[config.mk]
export PLATFORM = sky130hd
export DESIGN_NAME = cmdring_ctrl
export DESIGN_NICKNAME = d
export VERILOG_FILES = /design/src/rtl/cmdring_pkg.sv /design/src/rtl/cmdring_regs.sv /design/src/rtl/cmdring_flags.sv /design/src/rtl/cmdring_irq.sv /design/src/rtl/cmdring_ctrl.sv
export SDC_FILE = /design/constraint.sdc
export NUM_CORES = 1
export LEC_CHECK = 0
export BUFFER_PORTS_ARGS = -buffer_cell sky130_fd_sc_hd__buf_2
export CORE_MARGIN = 3
export CORE_UTILIZATION = 57
export DETAILED_ROUTE_END_ITERATION = 16
export GPL_TIMING_DRIVEN = 0
export PLACE_DENSITY = 0.7
export SLEW_MARGIN = 20
export SYNTH_ARGS = -nofsm -noshare
export SYNTH_HDL_FRONTEND = slang
export SYNTH_HIERARCHICAL = 1
export SYNTH_SLANG_ARGS = --single-unit
[constraint.sdc]
create_clock -name clk -period 6.21 [get_ports clk]
set_input_delay 0.3105 -clock clk [delete_from_list [all_inputs] [get_ports clk]]
set_output_delay 0.3105 -clock clk [all_outputs]
set_load 0.01 [all_outputs]
[src/rtl/cmdring_pkg.sv]
package cmdring_pkg;

    localparam int LO_W   = 16;
    localparam int ADDR_W = 5;
    localparam int NF     = 8;

    localparam int F_BASE = 0;
    localparam int F_END  = 1;
    localparam int F_HIWM = 2;
    localparam int F_LOWM = 3;
    localparam int F_DIST = 4;
    localparam int F_WPTR = 5;
    localparam int F_RPTR = 6;
    localparam int F_BKPT = 7;

    localparam logic [ADDR_W-1:0] A_STATUS  = 5'd0;
    localparam logic [ADDR_W-1:0] A_CTRL    = 5'd1;
    localparam logic [ADDR_W-1:0] A_SPAN_LO = 5'd18;
    localparam logic [ADDR_W-1:0] A_SPAN_HI = 5'd19;

    typedef struct packed {
        logic bp_ie;
        logic link_en;
        logic unf_ie;
        logic ovf_ie;
        logic bp_en;
        logic rd_en;
    } ctrl_t;

    typedef enum logic {
        IRQ_QUIET  = 1'b0,
        IRQ_RAISED = 1'b1
    } irq_state_e;

    function automatic logic [ADDR_W-1:0] lo_addr(input int f);
        return ADDR_W'(2 + 2 * f);
    endfunction

endpackage

[src/rtl/cmdring_regs.sv]
module cmdring_regs
    import cmdring_pkg::*;
#(
    parameter int HI_BITS     = 10,
    parameter int CNT_W       = 16,
    parameter int BURST_BYTES = 32,
    localparam int AW         = LO_W + HI_BITS,
    localparam int ALIGN      = $clog2(BURST_BYTES)
) (
    input  logic                   clk,
    input  logic                   rst_n,
    input  logic                   burst_i,
    input  logic                   drain_i,
    input  logic [CNT_W-1:0]       drain_bytes_i,
    input  logic                   we_i,
    input  logic [ADDR_W-1:0]      addr_i,
    input  logic [LO_W-1:0]        wdata_i,
    output ctrl_t                  ctrl_o,
    output logic [NF-1:0][AW-1:0]  fld_o
);

    ctrl_t         ctrl_q;
    logic [AW-1:0] fld [NF];

    always_ff @(posedge clk or negedge rst_n) begin
        if (!rst_n) begin
            ctrl_q <= '0;
        end else if (we_i && addr_i == A_CTRL) begin
            ctrl_q <= ctrl_t'(wdata_i[$bits(ctrl_t)-1:0]);
        end
    end

    assign ctrl_o = ctrl_q;

    for (genvar i = 0; i < NF; i++) begin : g_fld
        localparam logic [ADDR_W-1:0] LO_A = lo_addr(i);
        localparam logic [ADDR_W-1:0] HI_A = lo_addr(i) + 5'd1;

        logic [AW-1:0] q;
        logic [AW-1:0] nxt;
        logic          wr_lo;
        logic          wr_hi;

        assign wr_lo = we_i && (addr_i == LO_A);
        assign wr_hi = we_i && (addr_i == HI_A);

        if (i == F_WPTR) begin : g_wptr
            always_comb begin
                nxt = q;
                if (burst_i && ctrl_q.link_en) begin
                    nxt = (q == fld[F_END]) ? fld[F_BASE] : q + AW'(BURST_BYTES);
                end
            end
        end else if (i == F_RPTR) begin : g_rptr
            always_comb begin
                nxt = q;
                if (drain_i) begin
                    nxt = (q == fld[F_END]) ? fld[F_BASE] : q + AW'(drain_bytes_i);
                end
            end
        end else if (i == F_DIST) begin : g_dist
            always_comb begin
                nxt = q;
                if (burst_i && ctrl_q.link_en) begin
                    nxt = nxt + AW'(BURST_BYTES);
                end
                if (drain_i) begin
                    nxt = nxt - AW'(drain_bytes_i);
                end
            end
        end else begin : g_plain
            assign nxt = q;
        end

        always_ff @(posedge clk or negedge rst_n) begin
            if (!rst_n) begin
                q <= '0;
            end else if (wr_lo) begin
                q <= {q[AW-1:LO_W], wdata_i[LO_W-1:ALIGN], {ALIGN{1'b0}}};
            end else if (wr_hi) begin
                q <= {wdata_i[HI_BITS-1:0], q[LO_W-1:0]};
            end else begin
                q <= nxt;
            end
        end

        assign fld[i]   = q;
        assign fld_o[i] = q;
    end

    logic wp_touch;
    logic cnt_touch;
    assign wp_touch  = we_i && (addr_i == lo_addr(F_WPTR) || addr_i == lo_addr(F_WPTR) + 5'd1);
    assign cnt_touch = we_i && (addr_i == lo_addr(F_DIST) || addr_i == lo_addr(F_DIST) + 5'd1);

    // a linked burst at the end address reloads the write pointer from base
    assert_wrap_R2: assert property (@(posedge clk) disable iff (!rst_n)
        (burst_i && ctrl_q.link_en && !wp_touch && fld[F_WPTR] == fld[F_END])
        |=> fld[F_WPTR] == $past(fld[F_BASE]));

    // an unlinked burst moves nothing
    assert_unlinked_hold_R3: assert property (@(posedge clk) disable iff (!rst_n)
        (burst_i && !ctrl_q.link_en && !drain_i && !wp_touch && !cnt_touch)
        |=> $stable(fld[F_WPTR]) && $stable(fld[F_DIST]));

endmodule

[src/rtl/cmdring_flags.sv]
module cmdring_flags
    import cmdring_pkg::*;
#(
    parameter int HI_BITS = 10,
    localparam int AW     = LO_W + HI_BITS
) (
    input  logic          clk,
    input  logic          rst_n,
    input  logic          rd_en_i,
    input  logic          bp_en_i,
    input  logic [AW-1:0] dist_i,
    input  logic [AW-1:0] hiwm_i,
    input  logic [AW-1:0] lowm_i,
    input  logic [AW-1:0] wptr_i,
    input  logic [AW-1:0] rptr_i,
    input  logic [AW-1:0] bkpt_i,
    output logic          ovf_o,
    output logic          unf_o,
    output logic          bp_o,
    output logic          read_idle_o,
    output logic          cmd_idle_o
);

    logic bp_hit;
    logic empty;

    assign bp_hit = bp_en_i && (rptr_i == bkpt_i);
    assign empty  = (dist_i == '0);

    always_ff @(posedge clk or negedge rst_n) begin
        if (!rst_n) begin
            ovf_o       <= 1'b0;
            unf_o       <= 1'b0;
            bp_o        <= 1'b0;
            read_idle_o <= 1'b1;
            cmd_idle_o  <= 1'b1;
        end else begin
            ovf_o       <= dist_i > hiwm_i;
            unf_o       <= dist_i < lowm_i;
            bp_o        <= bp_hit;
            read_idle_o <= empty || (rptr_i == wptr_i);
            cmd_idle_o  <= empty || bp_hit || !rd_en_i;
        end
    end

    // breakpoint flag is forced low while its enable is clear
    assert_bp_off_R7: assert property (@(posedge clk) disable iff (!rst_n)
        !bp_en_i |=> !bp_o);

    // no overflow flag while the count is at or below the high mark
    assert_no_overflow_R6: assert property (@(posedge clk) disable iff (!rst_n)
        (dist_i <= hiwm_i) |=> !ovf_o);

    // an empty buffer reports both idle bits
    assert_empty_idle_R9: assert property (@(posedge clk) disable iff (!rst_n)
        empty |=> read_idle_o && cmd_idle_o);

endmodule

[src/rtl/cmdring_irq.sv]
module cmdring_irq
    import cmdring_pkg::*;
(
    input  logic clk,
    input  logic rst_n,
    input  logic rd_en_i,
    input  logic bp_ie_i,
    input  logic ovf_ie_i,
    input  logic unf_ie_i,
    input  logic bp_i,
    input  logic ovf_i,
    input  logic unf_i,
    output logic irq_o
);

    irq_state_e state_q;
    irq_state_e state_d;
    logic       cause;

    assign cause = rd_en_i && ((bp_i && bp_ie_i) || (ovf_i && ovf_ie_i) || (unf_i && unf_ie_i));

    always_ff @(posedge clk or negedge rst_n) begin
        if (!rst_n) begin
            state_q <= IRQ_QUIET;
        end else begin
            state_q <= state_d;
        end
    end

    always_comb begin
        state_d = state_q;
        unique case (state_q)
            IRQ_QUIET:  if (cause)  state_d = IRQ_RAISED;  // RAISE
            IRQ_RAISED: if (!cause) state_d = IRQ_QUIET;   // DROP
            default:                state_d = IRQ_QUIET;
        endcase
    end

    always_comb begin
        irq_o = (state_q == IRQ_RAISED);
    end

    // read enable gates every cause
    assert_gate_R8: assert property (@(posedge clk) disable iff (!rst_n)
        !rd_en_i |=> !irq_o);

    // an enabled breakpoint with read enable raises the line next clock
    assert_bp_raise_R8: assert property (@(posedge clk) disable iff (!rst_n)
        (rd_en_i && bp_i && bp_ie_i) |=> irq_o);

endmodule

[src/rtl/cmdring_ctrl.sv]
module cmdring_ctrl
    import cmdring_pkg::*;
#(
    parameter int HI_BITS     = 10,
    parameter int CNT_W       = 16,
    parameter int BURST_BYTES = 32,
    localparam int AW         = LO_W + HI_BITS
) (
    input  logic              clk,
    input  logic              rst_n,
    input  logic              burst_i,
    input  logic              drain_i,
    input  logic [CNT_W-1:0]  drain_bytes_i,
    input  logic              reg_we_i,
    input  logic              reg_rd_i,
    input  logic [ADDR_W-1:0] reg_addr_i,
    input  logic [LO_W-1:0]   reg_wdata_i,
    output logic [LO_W-1:0]   reg_rdata_o,
    output logic              irq_o
);

    ctrl_t                 ctrl;
    logic [NF-1:0][AW-1:0] fld;
    logic                  ovf, unf, bp, read_idle, cmd_idle;
    logic [AW-1:0]         span;
    logic [LO_W-1:0]       rd_mux;

    cmdring_regs #(
        .HI_BITS     (HI_BITS),
        .CNT_W       (CNT_W),
        .BURST_BYTES (BURST_BYTES)
    ) u_regs (
        .clk           (clk),
        .rst_n         (rst_n),
        .burst_i       (burst_i),
        .drain_i       (drain_i),
        .drain_bytes_i (drain_bytes_i),
        .we_i          (reg_we_i),
        .addr_i        (reg_addr_i),
        .wdata_i       (reg_wdata_i),
        .ctrl_o        (ctrl),
        .fld_o         (fld)
    );

    cmdring_flags #(.HI_BITS(HI_BITS)) u_flags (
        .clk         (clk),
        .rst_n       (rst_n),
        .rd_en_i     (ctrl.rd_en),
        .bp_en_i     (ctrl.bp_en),
        .dist_i      (fld[F_DIST]),
        .hiwm_i      (fld[F_HIWM]),
        .lowm_i      (fld[F_LOWM]),
        .wptr_i      (fld[F_WPTR]),
        .rptr_i      (fld[F_RPTR]),
        .bkpt_i      (fld[F_BKPT]),
        .ovf_o       (ovf),
        .unf_o       (unf),
        .bp_o        (bp),
        .read_idle_o (read_idle),
        .cmd_idle_o  (cmd_idle)
    );

    cmdring_irq u_irq (
        .clk      (clk),
        .rst_n    (rst_n),
        .rd_en_i  (ctrl.rd_en),
        .bp_ie_i  (ctrl.bp_ie),
        .ovf_ie_i (ctrl.ovf_ie),
        .unf_ie_i (ctrl.unf_ie),
        .bp_i     (bp),
        .ovf_i    (ovf),
        .unf_i    (unf),
        .irq_o    (irq_o)
    );

    always_comb begin
        if (fld[F_WPTR] >= fld[F_RPTR]) begin
            span = fld[F_WPTR] - fld[F_RPTR];
        end else begin
            span = fld[F_END] - fld[F_RPTR] + fld[F_WPTR] - fld[F_BASE] + AW'(BURST_BYTES);
        end
    end

    always_comb begin
        rd_mux = '0;
        if (reg_addr_i == A_STATUS) begin
            rd_mux = {{(LO_W-5){1'b0}}, bp, cmd_idle, read_idle, unf, ovf};
        end else if (reg_addr_i == A_CTRL) begin
            rd_mux = {{(LO_W-$bits(ctrl_t)){1'b0}}, ctrl};
        end else if (reg_addr_i == A_SPAN_LO) begin
            rd_mux = span[LO_W-1:0];
        end else if (reg_addr_i == A_SPAN_HI) begin
            rd_mux = {{(LO_W-HI_BITS){1'b0}}, span[AW-1:LO_W]};
        end
        for (int i = 0; i < NF; i++) begin
            if (reg_addr_i == lo_addr(i)) begin
                rd_mux = fld[i][LO_W-1:0];
            end else if (reg_addr_i == lo_addr(i) + 5'd1) begin
                rd_mux = {{(LO_W-HI_BITS){1'b0}}, fld[i][AW-1:LO_W]};
            end
        end
    end

    always_ff @(posedge clk or negedge rst_n) begin
        if (!rst_n) begin
            reg_rdata_o <= '0;
        end else if (reg_rd_i) begin
            reg_rdata_o <= rd_mux;
        end
    end

    // a write to the status index alone leaves every field untouched
    assert_status_ro_R11: assert property (@(posedge clk) disable iff (!rst_n)
        (reg_we_i && reg_addr_i == A_STATUS && !burst_i && !drain_i)
        |=> $stable(fld) && $stable(ctrl));

endmodule

; After elaboration in Yosys (flattened, before gate mapping)
; Index checks and enable logic that the tools add are counted.
[classes]
n_eq_ne = 26
muxes = 39
add_sub_neg = 9
reduce_logical = 44
magnitude_cmp = 3
n_bitwise = 7
[op_table]
columns = op, n
row1 = 16-bit 2-to-1 mux, 27
row2 = 26-bit 2-to-1 mux, 10
row3 = 26-bit == test, 4
row4 = 26-bit by 6-bit adder with 26-bit output (second input constant), 3
row5 = 26-bit subtractor, 3
row6 = 5-bit by 4-bit == test with 1-bit output (second input constant), 8
row7 = 26-bit by 16-bit adder with 26-bit output, 1
row8 = 26-bit adder, 1
row9 = 26-bit greater-or-equal comparator, 1
row10 = 26-bit greater-than comparator, 1
row11 = 26-bit logical NOT, 1
row12 = 26-bit less-than comparator, 1
row13 = 26-bit by 16-bit subtractor with 26-bit output, 1
row14 = 1-bit logical AND, 23
row15 = 5-bit by 3-bit == test with 1-bit output (second input constant), 4
row16 = 5-bit == test (second input constant), 4
row17 = 2-bit AND reduction, 9
row18 = 5-bit by 2-bit == test with 1-bit output (second input constant), 2
row19 = 10-bit 2-to-1 mux, 1
row20 = 2-bit nonzero test, 4
row21 = 1-bit NOT, 7
row22 = 2-bit by 1-bit inequality test with 1-bit output (second input constant), 3
row23 = 5-bit by 1-bit == test with 1-bit output (second input constant), 1
row24 = 5-bit logical NOT, 1
row25 = other kinds (3), 7
[word_totals]
elab_cells = 157
inputBits = 43
reg_bits = 236

; Logic depth before layout (Yosys ltp)
[logic_depth]
depth_word = 25
depth_mapped = 19
depth_no_buf = 18

; By module
; Netlist, hierarchy kept.
[by_module_without_submodules]
columns = module, n_inst, cells_per_inst, seq_area_each_um2, area_per_inst_um2
row1 = cmdring_regs, 1, 1133, 4604.4, 11423.5
row2 = cmdring_ctrl, 1, 947, 400.4, 7010.5
row3 = cmdring_flags, 1, 268, 127.6, 2031.9
row4 = cmdring_irq, 1, 3, 25.0, 41.3

; Worst setup path after synthesis
; No wires, ideal clock.
[synth_path]
kind = flip-flop to flip-flop
start = register u_regs.g_fld[1].q[8]
end = register reg_rdata_o[9]
period_less_slack_ns = 4.090
t_arrival_ns = 3.938
required_time_ns = 6.058
path_stages_with_launch = 16
path_slack_ns = 2.120
cell_sequence = dfrtp_1 -> inv_1 -> fa_1 -> inv_1 -> fa_1 -> ha_1 -> ha_1 -> a2111oi_0 -> o21ai_0 -> nand3_1 -> a21oi_1 -> o41ai_1 -> o21ai_0 -> xnor2_1 -> a221oi_1 -> a221oi_2
[synth_between]
elab_chain_cells = 25
[synth_rtl]
columns = element, line
row1 = from (decl), cmdring_regs.sv:39  ; logic [AW-1:0] q;
row2 = from (signal assigned), cmdring_regs.sv:79  ; q <= {q[AW-1:LO_W], wdata_i[LO_W-1:ALIGN], {ALIGN{1'b0}}};
row3 = from (signal assigned), cmdring_regs.sv:81  ; q <= {wdata_i[HI_BITS-1:0], q[LO_W-1:0]};
row4 = from (signal assigned), cmdring_regs.sv:83  ; q <= nxt;
row5 = 26-bit subtractor *, cmdring_ctrl.sv:80  ; span = fld[F_END] - fld[F_RPTR] + fld[F_WPTR] - fld[F_BASE] + AW'(BURST_BYTES);
row6 = 26-bit adder *, cmdring_ctrl.sv:80
row7 = 26-bit subtractor *, cmdring_ctrl.sv:80
row8 = 26-bit by 6-bit adder with 26-bit output *, cmdring_ctrl.sv:80
row9 = 26-bit 2-to-1 mux *, cmdring_ctrl.sv:77  ; if (fld[F_WPTR] >= fld[F_RPTR]) begin
row10 = 10-bit 2-to-1 mux, cmdring_ctrl.sv:92  ; end else if (reg_addr_i == A_SPAN_HI) begin
row11 = 16-bit 2-to-1 mux *, cmdring_ctrl.sv:90  ; end else if (reg_addr_i == A_SPAN_LO) begin
row12 = 16-bit 2-to-1 mux *, cmdring_ctrl.sv:88  ; end else if (reg_addr_i == A_CTRL) begin
row13 = [9 not listed], --
row14 = 16-bit 2-to-1 mux *, cmdring_ctrl.sv:98  ; end else if (reg_addr_i == lo_addr(i) + 5'd1) begin
row15 = 16-bit 2-to-1 mux *, cmdring_ctrl.sv:96  ; if (reg_addr_i == lo_addr(i)) begin
row16 = 16-bit 2-to-1 mux *, cmdring_ctrl.sv:98
row17 = 16-bit 2-to-1 mux *, cmdring_ctrl.sv:96
row18 = 16-bit 2-to-1 mux *, cmdring_ctrl.sv:98
row19 = 16-bit 2-to-1 mux *, cmdring_ctrl.sv:96
row20 = 16-bit 2-to-1 mux *, cmdring_ctrl.sv:98
row21 = 16-bit 2-to-1 mux *, cmdring_ctrl.sv:96
row22 = to (signal assigned), cmdring_ctrl.sv:108  ; reg_rdata_o <= rd_mux;
row23 = to (decl), cmdring_ctrl.sv:18  ; output logic [LO_W-1:0] reg_rdata_o,
; Mark *: on every way between the ends. The rest lies on a longest branch, timed or not.
; A chain may end at the register's enable or synchronous reset.

; Worst setup path after layout
[layout_path]
start = register u_regs.g_fld[0].q[8]
end = register reg_rdata_o[9]
[layout_between]
elab_chain_cells = 23
[layout_rtl]
columns = element, line
row1 = from (decl), cmdring_regs.sv:39
row2 = from (signal assigned), cmdring_regs.sv:79
row3 = from (signal assigned), cmdring_regs.sv:81
row4 = from (signal assigned), cmdring_regs.sv:83
row5 = 26-bit subtractor *, cmdring_ctrl.sv:80
row6 = 26-bit by 6-bit adder with 26-bit output *, cmdring_ctrl.sv:80
row7 = 26-bit 2-to-1 mux *, cmdring_ctrl.sv:77
row8 = 10-bit 2-to-1 mux, cmdring_ctrl.sv:92
row9 = 16-bit 2-to-1 mux *, cmdring_ctrl.sv:90
row10 = 16-bit 2-to-1 mux *, cmdring_ctrl.sv:88
row11 = 16-bit 2-to-1 mux *, cmdring_ctrl.sv:86  ; if (reg_addr_i == A_STATUS) begin
row12 = 16-bit 2-to-1 mux *, cmdring_ctrl.sv:98
row13 = [7 not listed], --
row14 = 16-bit 2-to-1 mux *, cmdring_ctrl.sv:98
row15 = 16-bit 2-to-1 mux *, cmdring_ctrl.sv:96
row16 = 16-bit 2-to-1 mux *, cmdring_ctrl.sv:98
row17 = 16-bit 2-to-1 mux *, cmdring_ctrl.sv:96
row18 = 16-bit 2-to-1 mux *, cmdring_ctrl.sv:98
row19 = 16-bit 2-to-1 mux *, cmdring_ctrl.sv:96
row20 = 16-bit 2-to-1 mux *, cmdring_ctrl.sv:98
row21 = 16-bit 2-to-1 mux *, cmdring_ctrl.sv:96
; Marked as above.

==> run_results.csv <==
group,metric,value,unit
synthesis,synth_compound_area_share,21.0,%
clocking,path_clk_slew,0.06,ns
clocking,post_cts_buffers,0,
finish,nFillCells,3059,
sta,slew_headroom,21.0,%
sta,skew,0.0189,ns
sta,tns,0,ns
clocking,clock-root-buffer,"clkbuf_16",
sta,finalMaxSlewViolations,0,
detailed_routing,antenna_left,0,
setup_path,path_max_fanout,5,
synthesis,ys.warnings.count,6,
finish,multi_input_area,14200,µm²
pwr,switching_share,52.6,%
sta,rsz0062_at_grt,"no",
synthesis,netlist_instances,2351,
synthesis,synth_top_family_by_area,"compound AO/OA/AOI/OAI gates",
placement,hpwl,67700,µm
placement,place.gp.congestion,1.08,
setup_path,r2r-start,"u_regs/g_fld[0].nxt[8]$_DFFE_PN0P_",
synthesis,seq_area_frac_synth,25.1,%
synthesis,synthXorXnorAreaFrac,8.88,%
grt,gr-usage-met3,15.0,%
synthesis,synth_fa_ha_area_share,14.9,%
synthesis,synthArstFlopShare,100,%
grt,gr-total-overflow,0,
die,die_w,196,µm
die,die_area,38300,µm²
worst_hold_path,min-delay-start,"drain_bytes_i[0]",
finish,seq_area,5160,µm²
synthesis,syn_area,20500,µm²
pwr,p_seq_share,23.0,%
pwr,p_leak,9.88,nW
clocking,worst_skew_pair.late_latency,0.56,ns
pwr,power,13.2,mW
worst_hold_path,hold_class,"input port to flop",
pwr,p_int,6.27,mW
setup_path,required,6.61,ns
grt,antenna_found_initial,1,
detailed_routing,drtIter0Drc,3005,
pwr,switchingPower,6.96,mW
sta,finalCritPeriodShare,84.4,%
finish,layout-drive-gt1-share,12.3,%
grt,grt_use_met2,64.5,%
finish,fin_nets,2720,
synthesis,ys_ff_latch,206,
sta,hold_viol_final,0,
placement,placed_area,21500,µm²
synthesis,muxShareOfSynthArea,8.11,%
setup_path,cp-startpoint,"u_regs/g_fld[0].nxt[8]$_DFFE_PN0P_",
clocking,cts_tree,"yes",
synthesis,synth_ff_type,"dfrtp_1",
die,core_area,35000,µm²
die,start_util,58.6,%
die,fp-row-count,68,
detailed_routing,post_drt_wl_per_cell,30.1,µm
setup_path,endpoint_kind,"flop",
synthesis,synth_edf_count,0,
grt,grt_start_max_net_pins,103,
clocking,htree_levels,1,
placement,numPortBuffers,55,
grt,grt_pass1_vias,20057,
sta,min_period,5.24,ns
synthesis,syn_area_per_cell,8.72,µm²
detailed_routing,drt_first_pass_iters,6,
clocking,numCtsBuffers,25,
sta,holdWs,0.112,ns
detailed_routing,dr_total_vias,20692,
pwr,power_frac_clock,11.9,%
pwr,ir_drop,0.936,mV
clocking,cts_buffer_depth,3,
detailed_routing,drc,0,
finish,finish.instance_area,22400,µm²
pwr,power_density,591,nW/µm²
setup_path,critPathArrivalTime,5.64,ns
outcome,status,"finished, final reports clean",
finish,area_delta_synth_final,9.24,%
setup_path,worst-setup-path-type,"flop to flop",
detailed_routing,routed_wirelength,88300,µm
sta,worstMarginPinSlew,1.19,ns
sta,setup_violations,0,
clocking,clock_sinks,206,
sta,max_freq,191,MHz
grt,busiest_layer,"met2",
die,ios,60,
synthesis,yosysUniqueCellTypes,98,
setup_path,start_kind,"flop",
die,die_h,196,µm
run,drv_cap,0,
pwr,power_frac_comb,65.1,%
synthesis,synthSimpleGateAreaFrac,15.8,%
grt,grt_pass1_wl,128000,µm
grt,grt_use_met1,56.1,%
grt,grt_use_total,44.8,%
detailed_routing,vias_per_cell,7.04,
-- worst paths after layout --
kind | end | slack (ns) | cells past startpoint
setup / recovery | reg_rdata_o[9]$_DFFE_PN0P_ | 0.97 | 14
hold / removal | u_regs/g_fld[4].q[0]$_DFFE_PN0P_ | 0.11 | 3
setup reg to reg | reg_rdata_o[9]$_DFFE_PN0P_ | 0.97 | 14
hold reg to reg | reg_rdata_o[13]$_DFFE_PN0P_ | 0.49 | 1
max in group asynchronous | u_regs/g_fld[0].nxt[7]$_DFFE_PN0P_ | 4.76 | 4
min in group asynchronous | u_regs/ctrl_o[1]$_DFFE_PN0P_ | 0.19 | 2
-- metrics by stage --
stage                     instances  utilization (%)  setup slack, ns
final                          2938             64.1            0.969
after global routing           2936             64.1            0.739
after CTS                      2936             64.1             1.09
after detailed placement       2892             61.6             1.15
after global placement         2890             61.4             1.13
after floorplan                2380                -             2.12
-- flip-flops by register name, indices dropped and copies added, names as in the netlist --
| signal | count |
|---|---|
| u_regs/g_fld.nxt | 105 |
| u_regs/g_fld.q | 73 |
| reg_rdata_o | 16 |
| u_regs/ctrl_o | 6 |
| u_flags/bp_o | 1 |
| u_flags/cmd_idle_o | 1 |
| u_flags/ovf_o | 1 |
| u_flags/read_idle_o | 1 |
| u_flags/unf_o | 1 |
| u_irq/irq_o | 1 |
-- power groups by stage --
stage                     clock (mW)  combinational (mW)  sequential [mW]
final                           1.57                8.62             3.04
after global routing            1.63                9.44             3.00
after CTS                       1.57                8.36             2.92
after detailed placement           0                8.27             2.94
after global placement             0                8.04             2.93
after floorplan                    0                6.32             2.28
-- final cells by class --
class	count	share of cell area (%)
multi-input cells	1876	63.4
flip-flops and latches	206	23.0
inverters	185	3.10
clock buffers	30	2.97
plain buffers	113	2.57
well taps	455	2.54
repair buffers	58	1.56
clock inverters	13	0.855
diodes	2	0.0223
-- cells in the mapped netlist (7+ instances only) --
cell type	instances	share of area, %
clkbuf_1	62	1.1
a222oi_1	10	0.49
fa_1	53	5.2
a221o_1	19	0.93
nand3b_1	7	0.26
or3_1	13	0.40
nand4_1	59	1.8
a21o_1	29	1.1
nand2_1	174	3.2
o21ai_1	12	0.29
mux2i_1	30	1.5
o22ai_1	26	0.79
and2_1	9	0.27
inv_1	184	3.4
o211ai_1	14	0.51
dfrtp_1	204	25
o22a_1	7	0.30
xor2_1	94	4.0
nand3_1	62	1.5
and3_1	27	0.82
o21ai_0	127	3.1
nand2b_1	14	0.43
o31a_1	7	0.30
buf_4	32	1.2
nor2_1	142	2.6
xnor2_1	112	4.8
buf_2	10	0.24
o2111ai_1	9	0.38
a21oi_1	144	3.5
o221ai_1	12	0.51
nor2b_1	17	0.52
o31ai_1	20	0.73
a2111oi_0	8	0.34
nor3_1	49	1.2
a22oi_1	30	1.1
ha_1	159	9.7
a221oi_1	24	1.0
and4_1	8	0.34
mux2_2	121	6.6
o21bai_1	10	0.37
a31oi_1	14	0.43
a211oi_1	29	1.1
o21a_1	13	0.48
nor4_1	26	0.79
a22o_1	22	0.94
-- logic make-up (layout without fill, tap and decap cells) --
kind of cell,Yosys count,after routing
buf+inv,298,399
simple gates,644,644
mux,151,151
flops,206,206
other cells,1,32
xor+xnor,207,207
compound gates,632,632
fa+ha+maj,212,212
-- what timing repair did --
item,CTS,global route
hold buffers,1,0
gates resized for setup,0,0
endpoints found under the hold margin,66,0
-- cell usage in the layout (no fill, tap or decap), drive strengths merged, types with 30 or more instances in the layout --
cell,synthesis,final
dfrtp,204,204
inv,184,187
nand2,176,176
ha,159,159
a21oi,145,145
nor2,144,144
o21ai,139,139
mux2,121,121
xnor2,113,113
buf,50,107
xor2,94,94
clkbuf,62,92
nand3,63,63
nand4,60,60
fa,53,53
nor3,51,51
a211oi,33,33
a22oi,30,30
mux2i,30,30
conb,1,30
a21o,30,30
nor4,30,30
-- critical path, stage by stage, from the launching register on --
cell       delay, ns
dfrtp_1         0.59
fa_1            0.61
inv_1           0.05
fa_1            0.45
ha_1            0.33
ha_1            0.38
a2111oi_0       0.40
o21ai_0         0.28
nand3_1         0.20
a21oi_1         0.14
o41ai_1         0.58
o21ai_0         0.25
xnor2_1         0.19
a221oi_1        0.49
a221oi_2        0.14
-- metal layers --
| metal | wire length [µm] | share of wire (%) |
|---|---|---|
| met1 | 32500 | 37 |
| met2 | 35800 | 41 |
| met3 | 12000 | 14 |
| met4 | 7980 | 9.0 |
| met5 | 19 | 0.022 |
Note: power is estimated with default switching activity, not from simulation.
